## config.mk

```make
export PLATFORM = sky130hd
export DESIGN_NAME = grs_round_unit
export DESIGN_NICKNAME = d
export VERILOG_FILES = /design/src/rtl/grs_round_pkg.sv /design/src/rtl/grs_round_decide.sv /design/src/rtl/grs_round_inc.sv /design/src/rtl/grs_round_unit.sv
export SDC_FILE = /design/constraint.sdc
export NUM_CORES = 1
export LEC_CHECK = 0
export BUFFER_PORTS_ARGS = -buffer_cell sky130_fd_sc_hd__clkbuf_2
export CORE_AREA = 3 3 40 42
export DETAILED_ROUTE_END_ITERATION = 8
export DIE_AREA = 0 0 43 45
export PLACE_DENSITY = 0.87
export SLEW_MARGIN = 5
export SYNTH_ARGS = -nofsm -noshare
export SYNTH_HDL_FRONTEND = slang
export SYNTH_HIERARCHICAL = 1
export SYNTH_SLANG_ARGS = --single-unit
```

## constraint.sdc

```tcl
create_clock -name vclk -period 15.94
set_input_delay 0.797 -clock vclk [all_inputs]
set_output_delay 0.797 -clock vclk [all_outputs]
set_load 0.01 [all_outputs]
```

## src/rtl/grs_round_pkg.sv

```systemverilog
package grs_round_pkg;

    typedef enum logic [1:0] {
        RMODE_NEAREST = 2'd0,
        RMODE_TO_ZERO = 2'd1,
        RMODE_TO_POS  = 2'd2,
        RMODE_TO_NEG  = 2'd3
    } rmode_t;

endpackage

```

## src/rtl/grs_round_decide.sv

```systemverilog
module grs_round_decide
    import grs_round_pkg::*;
(
    input  logic   guard_i,
    input  logic   rnd_i,
    input  logic   sticky_i,
    input  logic   lsb_i,
    input  logic   sign_i,
    input  rmode_t mode_i,
    output logic   inexact_o,
    output logic   bump_o
);

    logic lost;

    always_comb begin
        lost = guard_i | rnd_i | sticky_i;
    end

    always_comb begin
        bump_o = 1'b0;
        unique case (mode_i)
            RMODE_NEAREST: bump_o = guard_i & (rnd_i | sticky_i | lsb_i);
            RMODE_TO_ZERO: bump_o = 1'b0;
            RMODE_TO_POS:  bump_o = lost & ~sign_i;
            RMODE_TO_NEG:  bump_o = lost & sign_i;
            default:       bump_o = 1'b0;
        endcase
    end

    always_comb begin
        inexact_o = lost;
    end

endmodule

```

## src/rtl/grs_round_inc.sv

```systemverilog
module grs_round_inc #(
    parameter int W = 26
) (
    input  logic [W-1:0] a_i,
    input  logic         cin_i,
    output logic [W-1:0] sum_o,
    output logic         cout_o
);

    logic [W:0] chain;

    assign chain[0] = cin_i;

    generate
        for (genvar b = 0; b < W; b++) begin : g_bit
            assign sum_o[b]     = a_i[b] ^ chain[b];
            assign chain[b + 1] = a_i[b] & chain[b];
        end
    endgenerate

    assign cout_o = chain[W];

endmodule

```

## src/rtl/grs_round_unit.sv

```systemverilog
module grs_round_unit
    import grs_round_pkg::*;
#(
    parameter int MANT_W = 28
) (
    input  logic              sign_i,
    input  logic [MANT_W-1:0] mant_i,
    input  logic              sticky_i,
    input  logic [1:0]        mode_i,
    output logic [MANT_W-3:0] mant_o,
    output logic              rounded_up_o,
    output logic              inexact_o,
    output logic              carry_o
);

    localparam int OUT_W = MANT_W - 2;

    logic [OUT_W-1:0] trunc;
    logic             bump;
    rmode_t           mode;

    assign trunc = mant_i[MANT_W-1:2];
    assign mode  = rmode_t'(mode_i);

    grs_round_decide u_decide (
        .guard_i   (mant_i[1]),
        .rnd_i     (mant_i[0]),
        .sticky_i  (sticky_i),
        .lsb_i     (mant_i[2]),
        .sign_i    (sign_i),
        .mode_i    (mode),
        .inexact_o (inexact_o),
        .bump_o    (bump)
    );

    grs_round_inc #(.W(OUT_W)) u_inc (
        .a_i    (trunc),
        .cin_i  (bump),
        .sum_o  (mant_o),
        .cout_o (carry_o)
    );

    assign rounded_up_o = bump;

endmodule

```

* Yosys cells after proc, flatten, opt, wreduce, memory -nomap -nowiden
Index checks and enable logic that the tools add are counted.
Widths: inputs -> output; s select.
** Storage, ports and cells
- Bits in registers :: 0
- Latch bits :: 0
- Memory bits (writable) :: 0
- Memory bits (read-only) :: 0
- Bits of input ports :: 32
- Logic and storage cells :: 65
- Memories kept :: 0
** Cells by class
- Add/subtract/negate cells :: 0
- Multipliers :: 0
- Div/mod/pow operators :: 0
- Magnitude comparators :: 0
- Equality and inequality tests :: 3
- Shifts and indexed selects :: 0
- Multiplexer cells :: 1
- Bitwise operators :: 60
- Reductions and logical operators :: 1
** Operators with widths (number)
- $and 1x1->1 :: 29
- $xor 1x1->1 :: 26
- $eq 2x2->1 const B :: 2
- $or 1x1->1 :: 4
- $pmux 1 s4 :: 1
- $eq 2x1->1 const B :: 1
- $logic_not 2->1 :: 1
- $not 1->1 :: 1

* Longest topological paths before layout
Gate-level depths: netlist (run 1).
- Depth in word-level cells :: 30
- Depth in mapped cells :: 29
- Gate-level depth less buffers :: 29

* Hierarchy
Netlist (run 1), hierarchy kept.
** By module, submodules not included
- grs_round_inc :: times used 1, cells an instance 26, area an instance 325.3 um2, sequential area each 0.0 um2
- grs_round_decide :: times used 1, cells an instance 7, area an instance 40.0 um2, sequential area each 0.0 um2

* Least setup slack after synthesis (run 1)
No wires, ideal clock.
- Kind :: input-to-output
- Start :: input port sticky_i
- End :: output port mant_o[25]
- Arrival time :: 5.864 ns
- Required time :: 15.143 ns
- Slack :: 9.279 ns
- Stages :: 29
- Buffers on the path :: 0
- Path through :: or2_1 a21oi_1 nor3_1 ha_1 ha_1 ha_1 ha_1 ha_1 ha_1 ha_1 ha_1 ha_1 ha_1 ha_1 ha_1 ha_1 ha_1 ha_1 ha_1 ha_1 ha_1 ha_1 ha_1 ha_1 ha_1 ha_1 ha_1 ha_1 ha_1
** On the way
- Cells in the longest elaborated chain, start to end :: 30
- Elaborated cells between the ends (all ways) :: 33
** Ends and longest elaborated chain
- from (decl) :: line grs_round_unit.sv:8 : input logic sticky_i,
- $or 1x1->1 (2 in series) :: line grs_round_decide.sv:23 : RMODE_NEAREST: bump_o = guard_i & (rnd_i | sticky_i | lsb_i);
- $and 1x1->1 :: line grs_round_decide.sv:23
- $pmux 1 s4 (*) :: line grs_round_decide.sv:22 : unique case (mode_i)
- net rounded_up_o :: line grs_round_unit.sv:11 : output logic rounded_up_o,
- $and 1x1->1 (*) (25 in series) :: line grs_round_inc.sv:17 : assign chain[b + 1] = a_i[b] & chain[b];
- $xor 1x1->1 (*) :: line grs_round_inc.sv:16 : assign sum_o[b] = a_i[b] ^ chain[b];
- to (decl) :: line grs_round_unit.sv:10 : output logic [MANT_W-3:0] mant_o,
Mark *: on every way through the listed nets, which the timed path passes. The rest lies on a longest branch.

* Final worst setup path (run 1)
- Start :: input port sticky_i
- End :: output port mant_o[25]
** On the way
- Cells in the longest elaborated chain, start to end :: 30
- Elaborated cells between the ends (all ways) :: 33
** Ends and longest elaborated chain (line)
- $or 1x1->1 (2 in series) :: grs_round_decide.sv:23
- $and 1x1->1 :: grs_round_decide.sv:23
- $pmux 1 s4 (*) :: grs_round_decide.sv:22
- $and 1x1->1 (*) (25 in series) :: grs_round_inc.sv:17
- $xor 1x1->1 (*) :: grs_round_inc.sv:16
Every way passes the cells marked *; elsewhere a longest branch is shown, timed or not.

==> impl_results.html, run 1 <==
<table>
<tr><th>Metric</th><th>Value</th></tr>
<tr><th colspan="2">Status</th></tr>
<tr><td>Status</td><td>complete, no violations</td></tr>
<tr><th colspan="2">STA</th></tr>
<tr><td>Unrepaired setup endpoints after global routing</td><td>false</td></tr>
<tr><td>Post-layout min period</td><td>7048 ps</td></tr>
<tr><td>Period Utilization, post-route</td><td>0.4422</td></tr>
<tr><td>Worst Tran Pin Value</td><td>241.8 ps</td></tr>
<tr><td>Total setup violations reported at the end of the flow</td><td>0</td></tr>
<tr><td>Final-report hold violation count</td><td>0</td></tr>
<tr><td>Worst slew margin relative to its limit</td><td>0.8376</td></tr>
<tr><td>Pins Over Slew Limit</td><td>0</td></tr>
<tr><td>Hold slack</td><td>1892 ps</td></tr>
<tr><td>Total Negative Setup Slacks</td><td>0 ps</td></tr>
<tr><td>Highest clock rate</td><td>0.1419 GHz</td></tr>
<tr><th colspan="2">GRT</th></tr>
<tr><td>Largest net degree at the start of global routing</td><td>4</td></tr>
<tr><td>Aggregate global routing overflow</td><td>0</td></tr>
<tr><td>Vias in the first global route</td><td>516</td></tr>
<tr><td>Number of antenna violations at the first check in global routing</td><td>0</td></tr>
<tr><td>Overall global routing resource usage</td><td>0.1244</td></tr>
<tr><td>Global-route wire length before repair</td><td>1.932 mm</td></tr>
<tr><th colspan="2">Placed design</th></tr>
<tr><td>I/O Buffers</td><td>61</td></tr>
<tr><td>Placed instance count</td><td>109</td></tr>
<tr><td>Gpl congestion</td><td>0.6913</td></tr>
<tr><td>Detailed-placement wirelength estimate</td><td>1.209 mm</td></tr>
<tr><td>Total placed instance area</td><td>689.4 um2</td></tr>
<tr><th colspan="2">Detailed routing</th></tr>
<tr><td>ANT nets after route</td><td>0</td></tr>
<tr><td>Detailed-route DRC error count</td><td>0</td></tr>
<tr><td>Via density</td><td>4.633</td></tr>
<tr><td>Average wire per cell in the routed design</td><td>10.93 um</td></tr>
<tr><td>Total iterations of the first detailed-routing run</td><td>1</td></tr>
<tr><td>Drt first-iter violations</td><td>0</td></tr>
<tr><td>Routed Wire Length</td><td>1.191 mm</td></tr>
<tr><td>Count of vias placed by the detailed router</td><td>505</td></tr>
<tr><th colspan="2">Cells and area</th></tr>
<tr><td>Finished Cell Area</td><td>689.4 um2</td></tr>
<tr><td>Area growth from synthesis to layout</td><td>88.70%</td></tr>
<tr><td>Area used by sequential logic in the layout</td><td>0 um2</td></tr>
<tr><td>Clock buffer count in the final layout</td><td>0</td></tr>
<tr><td>Layout cells sized above 1</td><td>0.6489</td></tr>
<tr><td># diodes</td><td>0</td></tr>
<tr><td>Count of flip-flops and latches</td><td>0</td></tr>
<tr><td>Final Non-Filler Cells</td><td>109</td></tr>
<tr><td>Post-layout nets</td><td>154</td></tr>
<tr><th colspan="2">Power and ir drop</th></tr>
<tr><td>Static Leakage</td><td>0.0004993 uW</td></tr>
<tr><td>Switch Pwr</td><td>6.869 uW</td></tr>
<tr><td>Int Pwr</td><td>7.249 uW</td></tr>
<tr><td>Pwr dens</td><td>20.48 mW/mm2</td></tr>
<tr><td>Final total power</td><td>14.12 uW</td></tr>
<tr><td>Switching share of power</td><td>0.4865</td></tr>
<tr><td>Power share of the sequential group</td><td>0</td></tr>
<tr><td>Worst IR Drop VDD</td><td>0.000009204 V</td></tr>
<tr><td>Power share of the clock group</td><td>0</td></tr>
<tr><td>Logic gate share of total power</td><td>1.000</td></tr>
<tr><th colspan="2">Worst setup path</th></tr>
<tr><td>Element type at the critical path end</td><td>output pin</td></tr>
<tr><td>Type of the worst setup path</td><td>in -&gt; out</td></tr>
<tr><td>Maximum net fanout on the critical path</td><td>2</td></tr>
<tr><td>Cell type with the highest occurrence count on the critical path</td><td>ha_1</td></tr>
<tr><td>Required arrival time at the worst endpoint</td><td>15140 ps</td></tr>
<tr><td>Element type at the critical path start</td><td>primary input</td></tr>
<tr><td>Stage delay of the slowest cell on the critical path</td><td>260 ps</td></tr>
<tr><td>Max stage delay cell, worst path</td><td>ha_1</td></tr>
<tr><td>CP Data Arrival Time</td><td>6250 ps</td></tr>
<tr><th colspan="2">CTS</th></tr>
<tr><td>Hold-fix buffers, CTS</td><td>0</td></tr>
<tr><td>Resized Gates After CTS</td><td>0</td></tr>
<tr><td>Setup fix buffers added after clock tree synthesis</td><td>0</td></tr>
<tr><th colspan="2">Yosys</th></tr>
<tr><td>Number of nets produced by synthesis</td><td>91</td></tr>
<tr><td>Mapped Cells</td><td>33</td></tr>
<tr><td>Area share of the largest cell type after synthesis</td><td>0.8904</td></tr>
<tr><td>Leading cell types by total area after synthesis</td><td>ha_1, nor3_1, xnor2_1</td></tr>
<tr><td>Unique masters post-synth</td><td>7</td></tr>
<tr><td>Per-instance average area after synthesis</td><td>11.07 um2</td></tr>
<tr><td>Share of the yosys chip area belonging to registers</td><td>0</td></tr>
<tr><td>Yosys warns</td><td>6</td></tr>
<tr><td>Summed instance area of the synthesized netlist</td><td>365.4 um2</td></tr>
<tr><td>Dominant cell type by area after synthesis</td><td>ha_1</td></tr>
<tr><th colspan="2">Die</th></tr>
<tr><td>Die Wd</td><td>43 um</td></tr>
<tr><td>DIE AREA</td><td>0.001935 mm2</td></tr>
<tr><td>Die extent in y</td><td>45 um</td></tr>
<tr><td>Area inside the core boundary</td><td>0.001285 mm2</td></tr>
<tr><td>Row count</td><td>13</td></tr>
<tr><td>Initial core utilization</td><td>0.2843</td></tr>
<tr><td>Number of top-level pins</td><td>61</td></tr>
<tr><th colspan="2">Flow run</th></tr>
<tr><td>Number of maximum-capacitance violations</td><td>0</td></tr>
<tr><th colspan="2">Min path</th></tr>
<tr><td>Hold Crit Class</td><td>in -&gt; out</td></tr>
<tr><td>Count of cells along the worst hold path</td><td>3</td></tr>
</table>
## cell type report
type / count / area [um2]
Timing Repair Buffer: 61 / 305.3
Fill cell: 101 / 595.6
Multi-Input combinational cell: 33 / 365.4
Tap cell: 15 / 18.77
## power groups by stage
stage / clock network (uW) / logic, uW / registers, uW
2_1_floorplan: 0 / 6.57 / 0
3_3_place_gp: 0 / 13.9 / 0
3_5_place_dp: 0 / 14.4 / 0
4_1_cts: 0 / 14.5 / 0
5_1_grt: 0 / 16.0 / 0
6_report: 0 / 14.1 / 0
## per-stage QoR
stage                       util  setup slack (ps)
after floorplan                -              9279
after global placement    0.5365              8959
after detailed placement  0.5365              8862
after CTS                 0.5365              8839
after global routing      0.5365              8571
final                     0.5365              8892
## logic make-up after synthesis
group	after synthesis	synth area share
AO/OA/AOI/OAI	1	0.01369
XOR/XNOR	1	0.02398
adder cells (fa/ha/maj)	26	0.8904
AND/OR/NAND/NOR	5	0.07193
## metal layers
metal	wire length, um	vias up	track usage
met3	350	0	0.06375
met4	0	0	0
met1	376	193	0.1238
li1	-	251	-
met2	464	61	0.2455
met5	0	-	0
## cell usage after synthesis, drive strengths merged
master	number
or2	1
nand2	1
xnor2	1
or3	1
ha	26
nor3	2
a21oi	1
## critical path, delay by kind of cell
family	cells	cell delay [ps]
fa+ha+maj	26	4800
simple gates	2	310
buf+inv	2	210
compound gates	1	140
## placed cells by master, fill, tap and decap left out, drive strengths merged
master   n
a21oi    1
clkbuf  61
ha      26
nand2    1
nor3     2
or2      1
or3      1
xnor2    1
## final timing paths
kind / start / endpoint / slack (ps)
worst min-delay path: mant_i[1] / inexact_o / 1890
worst max-delay path: sticky_i / mant_o[25] / 8890
(Power assumes the default switching activity.)
==> inputs of run 2 (changes only) <==
==> constraint.sdc (replaced) <==
create_clock -name vclk -period 7.25
set_input_delay 0.3625 -clock vclk [all_inputs]
set_output_delay 0.3625 -clock vclk [all_outputs]
set_load 0.01 [all_outputs]
==> run 2 against run 1 <==
Compared with the run above:
- combinational power rose by 120%
- largest cell class unchanged
- highest routed layer unchanged
- critical path type unchanged
- final cell count did not move
- first-iteration DRC count did not move
==> impl_results.html, run 2 (synthesis gave the netlist of run 1 again) <==
<table>
<tr><th>Metric</th><th>Value</th></tr>
<tr><th colspan="2">Detailed routing</th></tr>
<tr><td>ANT nets after route</td><td>0</td></tr>
<tr><td>Detailed-route DRC error count</td><td>0</td></tr>
<tr><td>Average wire per cell in the routed design</td><td>10.15 um</td></tr>
<tr><td>Drt first-iter violations</td><td>0</td></tr>
<tr><td>Routed Wire Length</td><td>1.106 mm</td></tr>
<tr><td>Count of vias placed by the detailed router</td><td>497</td></tr>
<tr><td>Via density</td><td>4.560</td></tr>
<tr><td>Total iterations of the first detailed-routing run</td><td>1</td></tr>
<tr><th colspan="2">GRT</th></tr>
<tr><td>Number of antenna violations at the first check in global routing</td><td>0</td></tr>
<tr><td>Global-route wire length before repair</td><td>1.759 mm</td></tr>
<tr><td>Aggregate global routing overflow</td><td>0</td></tr>
<tr><td>Vias in the first global route</td><td>438</td></tr>
<tr><td>Largest net degree at the start of global routing</td><td>4</td></tr>
<tr><td>Overall global routing resource usage</td><td>0.1095</td></tr>
<tr><th colspan="2">Die</th></tr>
<tr><td>Initial core utilization</td><td>0.2843</td></tr>
<tr><td>DIE AREA</td><td>0.001935 mm2</td></tr>
<tr><td>Number of top-level pins</td><td>61</td></tr>
<tr><td>Row count</td><td>13</td></tr>
<tr><td>Area inside the core boundary</td><td>0.001285 mm2</td></tr>
<tr><td>Die Wd</td><td>43 um</td></tr>
<tr><td>Die extent in y</td><td>45 um</td></tr>
<tr><th colspan="2">Worst setup path</th></tr>
<tr><td>CP Data Arrival Time</td><td>5780 ps</td></tr>
<tr><td>Element type at the critical path end</td><td>output pin</td></tr>
<tr><td>Stage delay of the slowest cell on the critical path</td><td>260 ps</td></tr>
<tr><td>Element type at the critical path start</td><td>primary input</td></tr>
<tr><td>Max stage delay cell, worst path</td><td>ha_1</td></tr>
<tr><td>Cell type with the highest occurrence count on the critical path</td><td>ha_1</td></tr>
<tr><td>Type of the worst setup path</td><td>in -&gt; out</td></tr>
<tr><td>Maximum net fanout on the critical path</td><td>2</td></tr>
<tr><td>Required arrival time at the worst endpoint</td><td>6890 ps</td></tr>
<tr><th colspan="2">STA</th></tr>
<tr><td>Worst Tran Pin Value</td><td>228.2 ps</td></tr>
<tr><td>Total Negative Setup Slacks</td><td>0 ps</td></tr>
<tr><td>Final-report hold violation count</td><td>0</td></tr>
<tr><td>Hold slack</td><td>1024 ps</td></tr>
<tr><td>Unrepaired setup endpoints after global routing</td><td>false</td></tr>
<tr><td>Highest clock rate</td><td>0.1627 GHz</td></tr>
<tr><td>Period Utilization, post-route</td><td>0.8478</td></tr>
<tr><td>Pins Over Slew Limit</td><td>0</td></tr>
<tr><td>Post-layout min period</td><td>6147 ps</td></tr>
<tr><td>Worst slew margin relative to its limit</td><td>0.8467</td></tr>
<tr><td>Total setup violations reported at the end of the flow</td><td>0</td></tr>
<tr><th colspan="2">Placed design</th></tr>
<tr><td>Gpl congestion</td><td>0.6928</td></tr>
<tr><td>Detailed-placement wirelength estimate</td><td>1.116 mm</td></tr>
<tr><td>I/O Buffers</td><td>61</td></tr>
<tr><th colspan="2">Min path</th></tr>
<tr><td>Count of cells along the worst hold path</td><td>3</td></tr>
<tr><td>Hold Crit Class</td><td>in -&gt; out</td></tr>
<tr><th colspan="2">CTS</th></tr>
<tr><td>Hold-fix buffers, CTS</td><td>0</td></tr>
<tr><td>Resized Gates After CTS</td><td>0</td></tr>
<tr><td>Setup fix buffers added after clock tree synthesis</td><td>0</td></tr>
<tr><th colspan="2">Cells and area</th></tr>
<tr><td>Layout cells sized above 1</td><td>0.6489</td></tr>
<tr><td>Count of flip-flops and latches</td><td>0</td></tr>
<tr><td>Leading cell types in the layout, fill and taps excluded</td><td>clkbuf_2, ha_1, nor3_1</td></tr>
<tr><td>Most common cell after layout, fill and taps aside</td><td>clkbuf_2</td></tr>
<tr><td># diodes</td><td>0</td></tr>
<tr><td>Area growth from synthesis to layout</td><td>88.70%</td></tr>
<tr><td>Post-layout nets</td><td>154</td></tr>
<tr><td>Clock buffer count in the final layout</td><td>0</td></tr>
<tr><td>Area used by sequential logic in the layout</td><td>0 um2</td></tr>
<tr><th colspan="2">Power and ir drop</th></tr>
<tr><td>Static Leakage</td><td>0.0004993 uW</td></tr>
<tr><td>Worst IR Drop VDD</td><td>0.00001943 V</td></tr>
<tr><td>Pwr dens</td><td>44.58 mW/mm2</td></tr>
<tr><th colspan="2">Status</th></tr>
<tr><td>Status</td><td>complete, no violations</td></tr>
<tr><th colspan="2">Flow run</th></tr>
<tr><td>Number of maximum-capacitance violations</td><td>0</td></tr>
</table>
==> run 2: cell counts in the layout (fill, tap and decap cells not counted) <==
Identical to the previous run, type by type.
==> run 2: power breakdown <==
group          total (uW)  leakage, uW  switching, uW  internal (uW)
Sequential              0            0              0              0
Clock                   0            0              0              0
Combinational        30.7     0.000499           14.9           15.8
Total                30.7     0.000499           14.9           15.8
==> run 2: layer usage <==
| layer | part of all wire | GRT usage | wire [um] | vias up |
|---|---|---|---|---|
| met5 | 0 | 0 | 0 | - |
| met4 | 0 | 0 | 0 | 0 |
| met3 | 0.31 | 0.05578 | 341 | 0 |
| met2 | 0.35 | 0.1946 | 382 | 61 |
| met1 | 0.35 | 0.1262 | 383 | 184 |
| li1 | - | - | - | 252 |
==> run 2: cell type report <==
type,count,area [um2]
well taps,15,18.77
fillers,113,595.6
repair buffers,61,305.3
multi-input cells,33,365.4
==> run 2: critical path: cells and delay by family <==
kind                       cells  cell delay [ps]
adders and majority gates     26             4760
and+or+nand+nor                2              310
buffers and inverters          2              210
AOI/OAI and AO/OA              1              150
==> run 2: worst paths after layout <==
path                  startpoint    endpoint  slack (ps)
worst max-delay path    sticky_i  mant_o[25]        1100
worst min-delay path   mant_i[1]   inexact_o        1020
==> run 2: metrics by stage <==
step | area [um2] | utilization | total power, uW | setup slack, ps | std cells
2_1_floorplan | 365.4 | - | 14.45 | 1458 | 33
3_3_place_gp | 689.4 | 0.5365 | 30.66 | 1144 | 109
3_5_place_dp | 689.4 | 0.5365 | 31.40 | 1084 | 109
4_1_cts | 689.4 | 0.5365 | 31.52 | 1057 | 109
5_1_grt | 689.4 | 0.5365 | 34.59 | 804.8 | 109
6_report | 689.4 | 0.5365 | 30.74 | 1103 | 109
==> inputs of run 3 (changes only) <==
--- a/config.mk
+++ b/config.mk
@@ -5,10 +5,11 @@
 export SDC_FILE = /design/constraint.sdc
 export NUM_CORES = 1
 export LEC_CHECK = 0
+export ABC_AREA = 1
 export BUFFER_PORTS_ARGS = -buffer_cell sky130_fd_sc_hd__clkbuf_2
-export CORE_AREA = 3 3 40 42
+export CORE_MARGIN = 3
+export CORE_UTILIZATION = 27
 export DETAILED_ROUTE_END_ITERATION = 8
-export DIE_AREA = 0 0 43 45
 export PLACE_DENSITY = 0.87
 export SLEW_MARGIN = 5
 export SYNTH_ARGS = -nofsm -noshare
==> constraint.sdc (replaced) <==
create_clock -name vclk -period 5.6
set_input_delay 0.28 -clock vclk [all_inputs]
set_output_delay 0.28 -clock vclk [all_outputs]
set_load 0.01 [all_outputs]
==> run 3 against run 2 <==
Compared with the run above:
- sequential share of layout area unchanged
- count of clock-buffer cells in the layout unchanged
- non-clock buffer count up 2
- power up 56%
- setup slack worse by 1000 ps
- core utilization up 11 points
- worst hold slack worse by 150 ps
==> impl_results.html, run 3 <==
<table>
<tr><th>Metric</th><th>Value</th></tr>
<tr><th colspan="2">Status</th></tr>
<tr><td>Status</td><td>complete, no violations</td></tr>
<tr><th colspan="2">Power and ir drop</th></tr>
<tr><td>Power share of the sequential group</td><td>0</td></tr>
<tr><td>Worst IR Drop VDD</td><td>0.00002799 V</td></tr>
<tr><td>Static Leakage</td><td>0.0004979 uW</td></tr>
<tr><td>Switching share of power</td><td>0.4941</td></tr>
<tr><td>Logic gate share of total power</td><td>1.000</td></tr>
<tr><td>Pwr dens</td><td>56.70 mW/mm2</td></tr>
<tr><td>Int Pwr</td><td>24.30 uW</td></tr>
<tr><td>Final total power</td><td>48.03 uW</td></tr>
<tr><td>Switch Pwr</td><td>23.73 uW</td></tr>
<tr><td>Power share of the clock group</td><td>0</td></tr>
<tr><th colspan="2">Yosys</th></tr>
<tr><td>Share of the yosys chip area belonging to registers</td><td>0</td></tr>
<tr><td>Unique masters post-synth</td><td>8</td></tr>
<tr><td>Mapped Cells</td><td>40</td></tr>
<tr><td>Leading cell types by total area after synthesis</td><td>ha_1, inv_1, nand2_1</td></tr>
<tr><td>Top post-synthesis cells by count</td><td>ha_1, inv_1, nand2_1</td></tr>
<tr><td>Yosys warns</td><td>6</td></tr>
<tr><td>Dominant cell type by area after synthesis</td><td>ha_1</td></tr>
<tr><td>Number of nets produced by synthesis</td><td>98</td></tr>
<tr><td>Most repeated cell in the gate-level netlist after synthesis</td><td>ha_1</td></tr>
<tr><td>Area share of the largest cell type after synthesis</td><td>0.8414</td></tr>
<tr><td>Summed instance area of the synthesized netlist</td><td>386.6 um2</td></tr>
<tr><td>Per-instance average area after synthesis</td><td>9.666 um2</td></tr>
<tr><th colspan="2">Die</th></tr>
<tr><td>Die extent in y</td><td>43.84 um</td></tr>
<tr><td>Area inside the core boundary</td><td>0.001318 mm2</td></tr>
<tr><td>DIE AREA</td><td>0.001922 mm2</td></tr>
<tr><td>Row count</td><td>13</td></tr>
<tr><td>Die Wd</td><td>43.84 um</td></tr>
<tr><td>Number of top-level pins</td><td>61</td></tr>
<tr><td>Initial core utilization</td><td>0.2934</td></tr>
<tr><th colspan="2">Detailed routing</th></tr>
<tr><td>Via density</td><td>4.644</td></tr>
<tr><td>Routed Wire Length</td><td>1.469 mm</td></tr>
<tr><td>Drt first-iter violations</td><td>0</td></tr>
<tr><td>Count of vias placed by the detailed router</td><td>548</td></tr>
<tr><td>Total iterations of the first detailed-routing run</td><td>1</td></tr>
<tr><td>Detailed-route DRC error count</td><td>0</td></tr>
<tr><td>Average wire per cell in the routed design</td><td>12.45 um</td></tr>
<tr><td>ANT nets after route</td><td>0</td></tr>
<tr><th colspan="2">GRT</th></tr>
<tr><td>Number of antenna violations at the first check in global routing</td><td>0</td></tr>
<tr><td>Global-route wire length before repair</td><td>1.966 mm</td></tr>
<tr><td>Vias in the first global route</td><td>514</td></tr>
<tr><td>Largest net degree at the start of global routing</td><td>4</td></tr>
<tr><td>Overall global routing resource usage</td><td>0.1271</td></tr>
<tr><td>Aggregate global routing overflow</td><td>0</td></tr>
<tr><th colspan="2">Worst setup path</th></tr>
<tr><td>Element type at the critical path end</td><td>output pin</td></tr>
<tr><td>Cell type with the highest occurrence count on the critical path</td><td>ha_2</td></tr>
<tr><td>Number of buffers and inverters on the critical path</td><td>2</td></tr>
<tr><td>Total number of cells along the worst setup path</td><td>32</td></tr>
<tr><td>Stage delay of the slowest cell on the critical path</td><td>260 ps</td></tr>
<tr><td>Required arrival time at the worst endpoint</td><td>5320 ps</td></tr>
<tr><td>Element type at the critical path start</td><td>primary input</td></tr>
<tr><td>Type of the worst setup path</td><td>in -&gt; out</td></tr>
<tr><td>Max stage delay cell, worst path</td><td>ha_4</td></tr>
<tr><td>CP Data Arrival Time</td><td>5220 ps</td></tr>
<tr><td>Maximum net fanout on the critical path</td><td>2</td></tr>
<tr><td>Family of cells with the greatest summed delay on the critical path</td><td>adder cells</td></tr>
<tr><th colspan="2">STA</th></tr>
<tr><td>Period Utilization, post-route</td><td>0.9817</td></tr>
<tr><td>Hold slack</td><td>874.9 ps</td></tr>
<tr><td>Final-report hold violation count</td><td>0</td></tr>
<tr><td>Total Negative Setup Slacks</td><td>0 ps</td></tr>
<tr><td>Total setup violations reported at the end of the flow</td><td>0</td></tr>
<tr><td>Final critical-path setup slack</td><td>102.3 ps</td></tr>
<tr><td>Highest clock rate</td><td>0.1819 GHz</td></tr>
<tr><td>Worst Tran Pin Value</td><td>144.3 ps</td></tr>
<tr><td>Worst slew margin relative to its limit</td><td>0.9038</td></tr>
<tr><td>Pins Over Slew Limit</td><td>0</td></tr>
<tr><td>Post-layout min period</td><td>5498 ps</td></tr>
<tr><th colspan="2">Cells and area</th></tr>
<tr><td>Filler cells</td><td>103</td></tr>
<tr><td>Layout cells sized above 1</td><td>0.8932</td></tr>
<tr><td>Area growth from synthesis to layout</td><td>119.1%</td></tr>
<tr><td>Count of flip-flops and latches</td><td>0</td></tr>
<tr><td># diodes</td><td>0</td></tr>
<tr><td>Area used by sequential logic in the layout</td><td>0 um2</td></tr>
<tr><td>Leading cell types in the layout, fill and taps excluded</td><td>clkbuf_2, ha_2, inv_1, ha_4</td></tr>
<tr><td>Clock buffer count in the final layout</td><td>0</td></tr>
<tr><td>Most common cell after layout, fill and taps aside</td><td>clkbuf_2</td></tr>
<tr><td>Post-layout nets</td><td>163</td></tr>
<tr><td>Fraction of the core area covered by cells at the end of the flow</td><td>0.6429</td></tr>
<tr><th colspan="2">Flow run</th></tr>
<tr><td>Number of maximum-capacitance violations</td><td>0</td></tr>
<tr><th colspan="2">Placed design</th></tr>
<tr><td>Pre-CTS worst setup slack</td><td>-348.5 ps</td></tr>
<tr><td>Gpl congestion</td><td>0.7029</td></tr>
<tr><td>I/O Buffers</td><td>61</td></tr>
<tr><td>Detailed-placement wirelength estimate</td><td>1.202 mm</td></tr>
<tr><th colspan="2">CTS</th></tr>
<tr><td>Hold-fix buffers, CTS</td><td>0</td></tr>
<tr><th colspan="2">Min path</th></tr>
<tr><td>Hold Crit Class</td><td>in -&gt; out</td></tr>
<tr><td>Count of cells along the worst hold path</td><td>3</td></tr>
</table>
-- run 3: final cells by class --
| cell class | count | area (um2) | share of cell area |
|---|---|---|---|
| multi-input combinational | 35 | 483.0 | 0.5702 |
| timing repair buffer | 63 | 326.6 | 0.3855 |
| inverter | 5 | 18.77 | 0.02216 |
| tap | 15 | 18.77 | 0.02216 |
-- run 3: timing repair --
action | in CTS | in global routing
endpoints found under the setup margin | 4 | 3
resized for setup | 22 | 11
pin swaps | 4 | 5
buffers inserted | 0 | 1
-- run 3: per-stage QoR --
| stage | cell area (um2) | std cells |
|---|---|---|
| after CTS | 775.7 | 117 |
| after global routing | 847.1 | 118 |
| after global placement | 718.2 | 117 |
| after detailed placement | 718.2 | 117 |
| final | 847.1 | 118 |
| after floorplan | 386.6 | 40 |
-- run 3: cells by family after synthesis --
kind of cell,after synthesis,share of synthesized area
adder cells (fa/ha/maj),26,0.8414
AND/OR/NAND/NOR,8,0.09710
buffers and inverters,5,0.04855
AO/OA/AOI/OAI,1,0.01293
-- run 3: path summary, 6_finish.rpt --
path | startpoint | endpoint
setup / recovery | sticky_i | mant_o[25]
hold / removal | mant_i[14] | mant_o[12]
-- run 3: power groups by stage --
stage               clock [uW]  sequential, uW  combinational [uW]
global route                 0               0                54.2
floorplan                    0               0                18.8
detailed placement           0               0                41.8
global placement             0               0                40.4
CTS                          0               0                43.4
finish                       0               0                48.0
-- run 3: metal layers --
layer,GRT usage,vias up,wire [um]
li1,-,272,-
met1,0.1415,218,487
met2,0.2297,58,650
met3,0.06224,0,331
met4,0,0,0
met5,0,-,0
